===== config.mk =====
export PLATFORM = sky130hd
export DESIGN_NAME = serial_audio_rx
export DESIGN_NICKNAME = d
export VERILOG_FILES = /design/src/rtl/srx_pkg.sv /design/src/rtl/srx_src_sel.sv /design/src/rtl/srx_framer.sv /design/src/rtl/srx_fifo.sv /design/src/rtl/serial_audio_rx.sv
export SDC_FILE = /design/constraint.sdc
export NUM_CORES = 1
export LEC_CHECK = 0
export BUFFER_PORTS_ARGS = -buffer_cell sky130_fd_sc_hd__buf_2
export CAP_MARGIN = 25
export CORE_MARGIN = 2
export CORE_UTILIZATION = 45
export CTS_CLUSTER_SIZE = 28
export DETAILED_ROUTE_END_ITERATION = 12
export PLACE_DENSITY = 0.69
export SYNTH_ARGS = -nofsm -noshare
export SYNTH_HDL_FRONTEND = slang
export SYNTH_HIERARCHICAL = 1
export SYNTH_SLANG_ARGS = --single-unit

===== constraint.sdc =====
create_clock -name clk -period 2.56 [get_ports clk]
set_input_delay 0.512 -clock clk [delete_from_list [all_inputs] [get_ports clk]]
set_output_delay 0.512 -clock clk [all_outputs]
set_load 0.005 [all_outputs]

===== src/rtl/srx_pkg.sv =====
package srx_pkg;
  parameter int SLOT_W    = 2;
  parameter int MAX_SLOTS = 1 << SLOT_W;
  parameter int WORD_MAX  = 16;

  typedef enum logic {
    SRC_SHARED = 1'b0,
    SRC_OWN    = 1'b1
  } srx_src_e;
endpackage


===== src/rtl/srx_src_sel.sv =====
module srx_src_sel
  import srx_pkg::*;
(
  input  logic     sel_async,
  input  logic     sh_stb,
  input  logic     sh_fs,
  input  logic     own_stb,
  input  logic     own_fs,
  output logic     bit_stb,
  output logic     frm_sync
);
  srx_src_e src;

  always_comb begin
    src = sel_async ? SRC_OWN : SRC_SHARED;
    case (src)
      SRC_OWN: begin
        bit_stb  = own_stb;
        frm_sync = own_fs;
      end
      default: begin
        bit_stb  = sh_stb;
        frm_sync = sh_fs;
      end
    endcase
  end
endmodule


===== src/rtl/srx_framer.sv =====
module srx_framer #(
  parameter int WORD_MAX = 16,
  parameter int SLOT_W   = 2
) (
  input  logic                   clk,
  input  logic                   rst,
  input  logic                   bit_stb,
  input  logic                   frm_sync,
  input  logic                   din,
  input  logic                   network,
  input  logic                   word16,
  input  logic [SLOT_W-1:0]      slot_last,
  input  logic [(1<<SLOT_W)-1:0] slot_en,
  output logic                   wr_valid,
  output logic [WORD_MAX-1:0]    wr_word,
  output logic [SLOT_W-1:0]      wr_slot
);
  localparam int CNT_W = $clog2(WORD_MAX + 1);
  localparam int HALF  = WORD_MAX / 2;
  localparam logic [CNT_W-1:0] LEN_FULL = CNT_W'(WORD_MAX);
  localparam logic [CNT_W-1:0] LEN_HALF = CNT_W'(HALF);

  logic [WORD_MAX-1:0] shreg, sh_n;
  logic [CNT_W-1:0]    cnt, cnt_n, wlen;
  logic [SLOT_W-1:0]   slot, slot_n;
  logic                active;
  logic                start, take, done, last_slot;

  always_comb begin
    wlen  = word16 ? LEN_FULL : LEN_HALF;
    start = bit_stb && frm_sync;
    if (start) begin
      sh_n   = {{(WORD_MAX-1){1'b0}}, din};
      cnt_n  = CNT_W'(1);
      slot_n = '0;
    end else begin
      sh_n   = {shreg[WORD_MAX-2:0], din};
      cnt_n  = cnt + 1'b1;
      slot_n = slot;
    end
    take      = bit_stb && (start || active);
    done      = take && (cnt_n == wlen);
    last_slot = !network || (slot_n == slot_last);
  end

  always_ff @(posedge clk) begin
    if (rst) begin
      shreg    <= '0;
      cnt      <= '0;
      slot     <= '0;
      active   <= 1'b0;
      wr_valid <= 1'b0;
      wr_word  <= '0;
      wr_slot  <= '0;
    end else begin
      wr_valid <= 1'b0;
      if (take) begin
        shreg  <= sh_n;
        cnt    <= cnt_n;
        slot   <= slot_n;
        active <= 1'b1;
        if (done) begin
          cnt      <= '0;
          wr_valid <= slot_en[slot_n];
          wr_word  <= word16 ? sh_n : {{HALF{1'b0}}, sh_n[HALF-1:0]};
          wr_slot  <= slot_n;
          if (last_slot) active <= 1'b0;
          else           slot   <= slot_n + 1'b1;
        end
      end
    end
  end

  // bit counter never passes the longest word
  a_r2_cnt_bound: assert property (@(posedge clk) disable iff (rst)
    cnt <= LEN_FULL);
  // a stored word never carries a slot past the configured last one
  a_r7_slot_bound: assert property (@(posedge clk) disable iff (rst)
    (wr_valid && !$past(rst)) |-> (wr_slot <= $past(slot_last)));
  // normal framing tags every word slot 0
  a_r6_normal_slot0: assert property (@(posedge clk) disable iff (rst)
    (wr_valid && !$past(rst) && !$past(network)) |-> (wr_slot == '0));
  // nothing is emitted without a bit strobe on the previous edge
  a_r2_needs_strobe: assert property (@(posedge clk) disable iff (rst)
    !bit_stb |=> !wr_valid);
endmodule


===== src/rtl/srx_fifo.sv =====
module srx_fifo #(
  parameter int DEPTH = 16,
  parameter int W     = 18
) (
  input  logic                       clk,
  input  logic                       rst,
  input  logic                       push,
  input  logic [W-1:0]               push_data,
  input  logic                       rd_en,
  input  logic                       ovr_clr,
  output logic [W-1:0]               rd_q,
  output logic [$clog2(DEPTH+1)-1:0] level,
  output logic                       overrun
);
  localparam int ADDR_W = $clog2(DEPTH);
  localparam int LVL_W  = $clog2(DEPTH + 1);
  localparam logic [LVL_W-1:0]  FULL_LVL = LVL_W'(DEPTH);
  localparam logic [ADDR_W-1:0] LAST_IDX = ADDR_W'(DEPTH - 1);

  logic [W-1:0]      mem [DEPTH];
  logic [ADDR_W-1:0] wp, rp;
  logic              pop, full, accept;

  always_comb begin
    full   = (level == FULL_LVL);
    pop    = rd_en && (level != '0);
    accept = push && (!full || pop);
  end

  always_ff @(posedge clk) begin
    if (accept) mem[wp] <= push_data;
  end

  always_ff @(posedge clk) begin
    if (rst) begin
      rd_q <= '0;
    end else if (pop) begin
      rd_q <= mem[rp];
    end
  end

  always_ff @(posedge clk) begin
    if (rst) begin
      wp      <= '0;
      rp      <= '0;
      level   <= '0;
      overrun <= 1'b0;
    end else begin
      if (accept) wp <= (wp == LAST_IDX) ? '0 : wp + 1'b1;
      if (pop)    rp <= (rp == LAST_IDX) ? '0 : rp + 1'b1;
      case ({accept, pop})
        2'b10:   level <= level + 1'b1;
        2'b01:   level <= level - 1'b1;
        default: level <= level;
      endcase
      if (push && !accept) overrun <= 1'b1;
      else if (ovr_clr)    overrun <= 1'b0;
    end
  end

  // occupancy never exceeds the depth
  a_r10_no_overflow: assert property (@(posedge clk) disable iff (rst)
    level <= FULL_LVL);
  // a write into a full queue without a read raises the flag
  a_r10_drop_sets: assert property (@(posedge clk) disable iff (rst)
    (push && (level == FULL_LVL) && !rd_en) |=> overrun);
  // the flag holds until cleared
  a_r10_sticky: assert property (@(posedge clk) disable iff (rst)
    (overrun && !ovr_clr) |=> overrun);
  // an empty queue stays empty without a write
  a_r9_empty_hold: assert property (@(posedge clk) disable iff (rst)
    ((level == '0) && !push) |=> (level == '0));
  // read data only changes after a read strobe
  a_r9_rd_stable: assert property (@(posedge clk) disable iff (rst)
    (!rd_en && !$past(rst)) |=> $stable(rd_q));
endmodule


===== src/rtl/serial_audio_rx.sv =====
module serial_audio_rx
  import srx_pkg::*;
#(
  parameter int FIFO_DEPTH = 16,
  parameter int LVL_W      = $clog2(FIFO_DEPTH + 1)
) (
  input  logic                 clk,
  input  logic                 rst,
  input  logic                 cfg_async,
  input  logic                 cfg_network,
  input  logic                 cfg_word16,
  input  logic [SLOT_W-1:0]    cfg_slot_last,
  input  logic [MAX_SLOTS-1:0] cfg_slot_en,
  input  logic [LVL_W-1:0]     cfg_irq_level,
  input  logic                 sh_bclk_fall,
  input  logic                 sh_fsync,
  input  logic                 rx_bclk_fall,
  input  logic                 rx_fsync,
  input  logic                 ser_din,
  input  logic                 rd_en,
  input  logic                 ovr_clr,
  output logic [WORD_MAX-1:0]  rd_data,
  output logic [SLOT_W-1:0]    rd_slot,
  output logic [LVL_W-1:0]     fifo_level,
  output logic                 irq,
  output logic                 overrun
);
  localparam int ENTRY_W = WORD_MAX + SLOT_W;

  logic                bit_stb, frm_sync;
  logic                wr_valid;
  logic [WORD_MAX-1:0] wr_word;
  logic [SLOT_W-1:0]   wr_slot;
  logic [ENTRY_W-1:0]  rd_q;

  srx_src_sel u_sel (
    .sel_async (cfg_async),
    .sh_stb    (sh_bclk_fall),
    .sh_fs     (sh_fsync),
    .own_stb   (rx_bclk_fall),
    .own_fs    (rx_fsync),
    .bit_stb   (bit_stb),
    .frm_sync  (frm_sync)
  );

  srx_framer #(.WORD_MAX(WORD_MAX), .SLOT_W(SLOT_W)) u_framer (
    .clk       (clk),
    .rst       (rst),
    .bit_stb   (bit_stb),
    .frm_sync  (frm_sync),
    .din       (ser_din),
    .network   (cfg_network),
    .word16    (cfg_word16),
    .slot_last (cfg_slot_last),
    .slot_en   (cfg_slot_en),
    .wr_valid  (wr_valid),
    .wr_word   (wr_word),
    .wr_slot   (wr_slot)
  );

  srx_fifo #(.DEPTH(FIFO_DEPTH), .W(ENTRY_W)) u_fifo (
    .clk       (clk),
    .rst       (rst),
    .push      (wr_valid),
    .push_data ({wr_slot, wr_word}),
    .rd_en     (rd_en),
    .ovr_clr   (ovr_clr),
    .rd_q      (rd_q),
    .level     (fifo_level),
    .overrun   (overrun)
  );

  assign rd_data = rd_q[WORD_MAX-1:0];
  assign rd_slot = rd_q[ENTRY_W-1:WORD_MAX];

  always_ff @(posedge clk) begin
    if (rst) irq <= 1'b0;
    else     irq <= (fifo_level >= cfg_irq_level);
  end

  // request follows the previous cycle's level against the mark
  a_r11_irq_level: assert property (@(posedge clk) disable iff (rst)
    !$past(rst) |-> (irq == ($past(fifo_level) >= $past(cfg_irq_level))));
endmodule


==> flow_summary.html <==
<table>
<tr><th>Metric</th><th>Value</th></tr>
<tr><th colspan="2">STA</th></tr>
<tr><td>Worst slack on hold paths</td><td>between 200 and 300 ps</td></tr>
<tr><td>Maximum achievable frequency</td><td>412 MHz</td></tr>
<tr><td>Rel. slew slack</td><td>49.7%</td></tr>
<tr><td>Endpoints failing setup</td><td>0</td></tr>
<tr><td>Final period demand of the worst path</td><td>2430 ps</td></tr>
<tr><td>Max-slew violation count</td><td>0</td></tr>
<tr><td>Transition at the pin with the smallest max-transition slack</td><td>754 ps</td></tr>
<tr><td>Share of the clock period used by the worst path after layout</td><td>94.8%</td></tr>
<tr><td>Fin. Hold Viols</td><td>0</td></tr>
<tr><td>Post-layout worst setup margin</td><td>132 ps</td></tr>
<tr><td>Final worst clock skew</td><td>16.2 ps</td></tr>
<tr><th colspan="2">Min path</th></tr>
<tr><td>Hold worst-path end</td><td>u_framer/wr_word[0]</td></tr>
<tr><td>Number of stages on the worst hold path</td><td>3</td></tr>
<tr><td>HP Start</td><td>ser_din</td></tr>
<tr><td>Classification of the worst-slack hold path</td><td>in2reg</td></tr>
<tr><th colspan="2">CTS</th></tr>
<tr><td>Maximum level of the CTS H-tree</td><td>2</td></tr>
<tr><td>Post-CTS setup buffer count</td><td>0</td></tr>
<tr><td>Clock tree root driver cell</td><td>sky130_fd_sc_hd__clkbuf_16</td></tr>
<tr><td>Register clock-pin slew on the reported worst setup and hold paths</td><td>60 ps</td></tr>
<tr><td>Maximum buffer depth of the clock tree</td><td>3</td></tr>
<tr><td>Clock latency on the worst-skew pair</td><td>520 ps</td></tr>
<tr><td>Number of hold-repair buffers added at the cts stage</td><td>0</td></tr>
<tr><td>Post-cts gate resize count</td><td>0</td></tr>
<tr><td>TritonCTS clock tree</td><td>built</td></tr>
<tr><td>Num CTS Buffers</td><td>38</td></tr>
<tr><td>Number of sinks handled by clock tree synthesis</td><td>~360</td></tr>
<tr><th colspan="2">Synth</th></tr>
<tr><td>Seq/Total Area, Yosys</td><td>69.8%</td></tr>
<tr><td>Number of synthesis warnings</td><td>6</td></tr>
<tr><td>Total nets after synthesis</td><td>951</td></tr>
<tr><td>Unique cell type count in the Yosys netlist</td><td>70</td></tr>
<tr><td>Most instantiated flip-flop cell in the synthesis netlist</td><td>sky130_fd_sc_hd__edfxtp_1</td></tr>
<tr><td>Mean instance size in the synthesized netlist</td><td>15.9 um2</td></tr>
<tr><td>Proportion of synthesized flip-flops having asynchronous set or reset</td><td>0%</td></tr>
<tr><td>Number of synthesized flops with an enable pin</td><td>288</td></tr>
<tr><td>Top area cells in the synthesized netlist</td><td>sky130_fd_sc_hd__edfxtp_1 (59%), sky130_fd_sc_hd__dfxtp_1 (10%), sky130_fd_sc_hd__mux2i_1 (6.3%)</td></tr>
<tr><td>Cells after synthesis</td><td>913</td></tr>
<tr><td>Biggest area consumer among synthesized cells</td><td>sky130_fd_sc_hd__edfxtp_1</td></tr>
<tr><td>Synthesized cell area</td><td>between 10,000 and 15,000 um2</td></tr>
<tr><td>Fraction of synthesized cell area taken by the top area cell type</td><td>59.5%</td></tr>
<tr><td>Number of register bits inferred by synthesis</td><td>363</td></tr>
<tr><th colspan="2">Global route</th></tr>
<tr><td>Pin count of the biggest net entering global routing</td><td>45</td></tr>
<tr><td>Global-route usage over all layers</td><td>17.9%</td></tr>
<tr><td>Number of antenna violations at the first check in global routing</td><td>0</td></tr>
<tr><td>Via count of the first global-routing pass</td><td>8,106</td></tr>
<tr><td>Congestion Overflow GR</td><td>0</td></tr>
<tr><td>Wire length of the first global-routing pass</td><td>46,300 um</td></tr>
<tr><th colspan="2">Route</th></tr>
<tr><td>Via-to-Cell Ratio</td><td>5.63</td></tr>
<tr><td>Routed wire length per instance</td><td>slightly above 20 um</td></tr>
<tr><td>Post-route DRC violation count</td><td>0</td></tr>
<tr><td>Number of violations reported at the end of detailed-routing iteration 0</td><td>between 700 and 800</td></tr>
<tr><td>Drt total wl</td><td>29,400 um</td></tr>
<tr><td>1st-pass router iterations</td><td>5</td></tr>
<tr><td>Number of nets still failing antenna checks after routing</td><td>0</td></tr>
<tr><td>Routed via count</td><td>8,083</td></tr>
<tr><th colspan="2">Placed design</th></tr>
<tr><td>Final weighted congestion in routability-driven placement</td><td>0.826</td></tr>
<tr><td>I/O Buffers</td><td>47</td></tr>
<tr><td>Minimum setup slack after placement</td><td>about 90 ps</td></tr>
<tr><td>Dpl hpwl</td><td>18,300 um</td></tr>
<tr><th colspan="2">Cells and area</th></tr>
<tr><td>Antenna cell count</td><td>0</td></tr>
<tr><td>Final Util</td><td>53.1%</td></tr>
<tr><td>Proportion of layout cells with a drive suffix above 1</td><td>24.1%</td></tr>
<tr><td>Area overhead of the layout relative to synthesis</td><td>15.9%</td></tr>
<tr><td>Total Nets Final</td><td>roughly 1,000</td></tr>
<tr><th colspan="2">Flow run</th></tr>
<tr><td>Number of max-cap violations</td><td>0</td></tr>
<tr><th colspan="2">Floorplanning</th></tr>
<tr><td>Die height</td><td>184 um</td></tr>
<tr><td>Die area</td><td>33,800 um2</td></tr>
<tr><td>Top Ports</td><td>48</td></tr>
<tr><td>Initial standard-cell utilization of the core</td><td>45.8%</td></tr>
<tr><td>Std-Cell Rows</td><td>65</td></tr>
<tr><td>Placeable core area</td><td>roughly 32,000 um2</td></tr>
<tr><td>Die Span X</td><td>between 150 and 200 um</td></tr>
<tr><th colspan="2">Worst setup path</th></tr>
<tr><td>Type of the worst setup path</td><td>reg2reg</td></tr>
<tr><td>Kind of start point of the critical path</td><td>flop</td></tr>
<tr><td>Crit Reg-Reg Endpoint</td><td>u_fifo/level[4]</td></tr>
<tr><td>Reg2Reg Depth</td><td>9</td></tr>
<tr><td>Crit. End Element</td><td>flop</td></tr>
<tr><td>Required time at the worst-slack endpoint</td><td>2970 ps</td></tr>
<tr><td>Reg-to-reg startpoint</td><td>u_fifo/level[3]</td></tr>
<tr><td>Top fanout value on the critical path</td><td>6</td></tr>
<tr><td>Flop-to-flop setup slack</td><td>around 130 ps</td></tr>
<tr><td>Signal arrival time at the worst endpoint</td><td>between 2000 and 3000 ps</td></tr>
<tr><th colspan="2">Power and ir drop</th></tr>
<tr><td>Total power divided by cell area</td><td>about 790 nW/um2</td></tr>
<tr><td>Maximum ir drop on the vdd rail</td><td>0.431 mV</td></tr>
<tr><td>P_leak</td><td>5.78 nW</td></tr>
<tr><th colspan="2">Status</th></tr>
<tr><td>Run status</td><td>completed</td></tr>
</table>
cells in the mapped netlist, types with 4 or more instances:
cell / n
sky130_fd_sc_hd__a32o_1: 5
sky130_fd_sc_hd__o21ai_0: 4
sky130_fd_sc_hd__nand2b_1: 10
sky130_fd_sc_hd__nor3_2: 8
sky130_fd_sc_hd__buf_2: 15
sky130_fd_sc_hd__nor4_2: 6
sky130_fd_sc_hd__edfxtp_1: 288
sky130_fd_sc_hd__dfxtp_1: 75
sky130_fd_sc_hd__mux4_2: 36
sky130_fd_sc_hd__buf_6: 6
sky130_fd_sc_hd__nand2_1: 59
sky130_fd_sc_hd__mux2i_1: 92
sky130_fd_sc_hd__a21oi_1: 22
sky130_fd_sc_hd__ha_1: 14
sky130_fd_sc_hd__nor2b_1: 4
sky130_fd_sc_hd__o22ai_1: 37
sky130_fd_sc_hd__nand3_1: 6
sky130_fd_sc_hd__nor2_1: 54
sky130_fd_sc_hd__a22oi_1: 5
sky130_fd_sc_hd__a31oi_1: 5
sky130_fd_sc_hd__inv_1: 15
sky130_fd_sc_hd__nor3_1: 19
sky130_fd_sc_hd__clkbuf_1: 25
sky130_fd_sc_hd__nor4_1: 14
sky130_fd_sc_hd__xor2_1: 5
sky130_fd_sc_hd__a22o_1: 18
critical path, cell delays in order, from the launching register on:
cell and delay, ps:
sky130_fd_sc_hd__dfxtp_1 460, sky130_fd_sc_hd__nor4_2 80, sky130_fd_sc_hd__buf_4 150, sky130_fd_sc_hd__a21boi_2 150
sky130_fd_sc_hd__nand2b_1 100, sky130_fd_sc_hd__fa_1 400, sky130_fd_sc_hd__nand2b_1 190, sky130_fd_sc_hd__a21oi_2 170
sky130_fd_sc_hd__mux2_2 350, sky130_fd_sc_hd__a221oi_1 280
flip-flops by register name, indices dropped and copies added, names as in the netlist, 2 cells and up:
name              cells
u_fifo/rp             4
u_framer/slot         2
u_fifo/rd_q          18
u_framer/cnt          5
u_framer/shreg       15
u_fifo/wp             4
u_fifo/level          5
u_framer/wr_word     16
u_framer/wr_slot      2
u_fifo/mem          288
cell usage in the layout (no fill, tap or decap), drive strengths merged, types with 2 or more instances in the layout:
master,n
xnor2,3
nand2,59
nand3,6
or4,2
mux2,6
o22ai,37
nor2b,4
a221oi,2
mux4,36
edfxtp,288
or3,4
xor2,5
nand4,3
a211o,4
o21ai,7
nand2b,10
a32o,5
and2,2
a31oi,5
a22o,18
o211ai,4
clkinvlp,3
nor3,27
nor2,54
clkinv,13
nor4,20
buf,107
ha,14
a22oi,5
dfxtp,75
and4b,2
a21boi,2
a21oi,23
mux2i,94
bufinv,2
clkbuf,49
a41oi,2
inv,17
where the power goes:
part | switching [mW] | total (mW) | internal [mW]
sequential | 0.0837 | 6.50 | 6.42
clock | 2.16 | 5.17 | 3.01
combinational | 0.871 | 1.56 | 0.687
routing by layer:
| layer | vias to the layer above | wire, um | track usage [%] |
|---|---|---|---|
| li1 | 3749 | - | - |
| met1 | 4082 | 13600 | 25.6 |
| met2 | 215 | 13800 | 28.7 |
| met3 | 37 | 1590 | 2.99 |
| met4 | 0 | 459 | 4.29 |
| met5 | - | 0 | 0 |
cell type report:
type | count | area [um2]
Clock buffer | 49 | 1010
Clock inverter | 19 | 156
Fill cell | 2539 | 14900
Inverter | 16 | 60.1
Multi-Input combinational cell | 480 | 4110
Sequential cell | 363 | 10200
Tap cell | 402 | 503
Timing Repair Buffer | 107 | 845
how the worst max path moves through the flow:
| stage | cells past startpoint | slack (ps) | startpoint | endpoint |
|---|---|---|---|---|
| 6_report | 9 | 130 | u_fifo/level[3] | u_fifo/level[4] |
| 5_1_grt | 10 | -20 | u_fifo/level[3] | u_fifo/level[4] |
| 4_1_cts | 10 | 90 | u_fifo/level[3] | u_fifo/level[4] |
| 3_5_place_dp | 8 | 90 | rd_en | u_fifo/level[4] |
| 3_3_place_gp | 8 | 180 | rd_en | u_fifo/level[4] |
| 2_1_floorplan | 4 | 30 | u_fifo/level[0] | u_fifo/mem[3][0] |
kinds of logic (layout without fill, tap and decap cells):
family,Yosys count,count (layout),synth area share [%]
compound gates,122,122,5.94
buf+inv,70,191,2.50
fa+ha+maj,15,15,1.34
xor+xnor,8,8,0.534
simple gates,199,199,7.08
mux,136,136,12.8
flops,363,363,69.8
metrics by stage:
stage	instance area (um2)	power, mW	cells	TNS, ps
2_1_floorplan	14600	7.73	913	0
3_5_place_dp	15600	8.19	1364	0
6_report	16800	13.2	1436	0
5_1_grt	16800	13.8	1436	-20.0
4_1_cts	16800	13.3	1432	0
3_3_place_gp	15600	8.18	1363	0
Note: power is estimated with default switching activity, not from simulation.
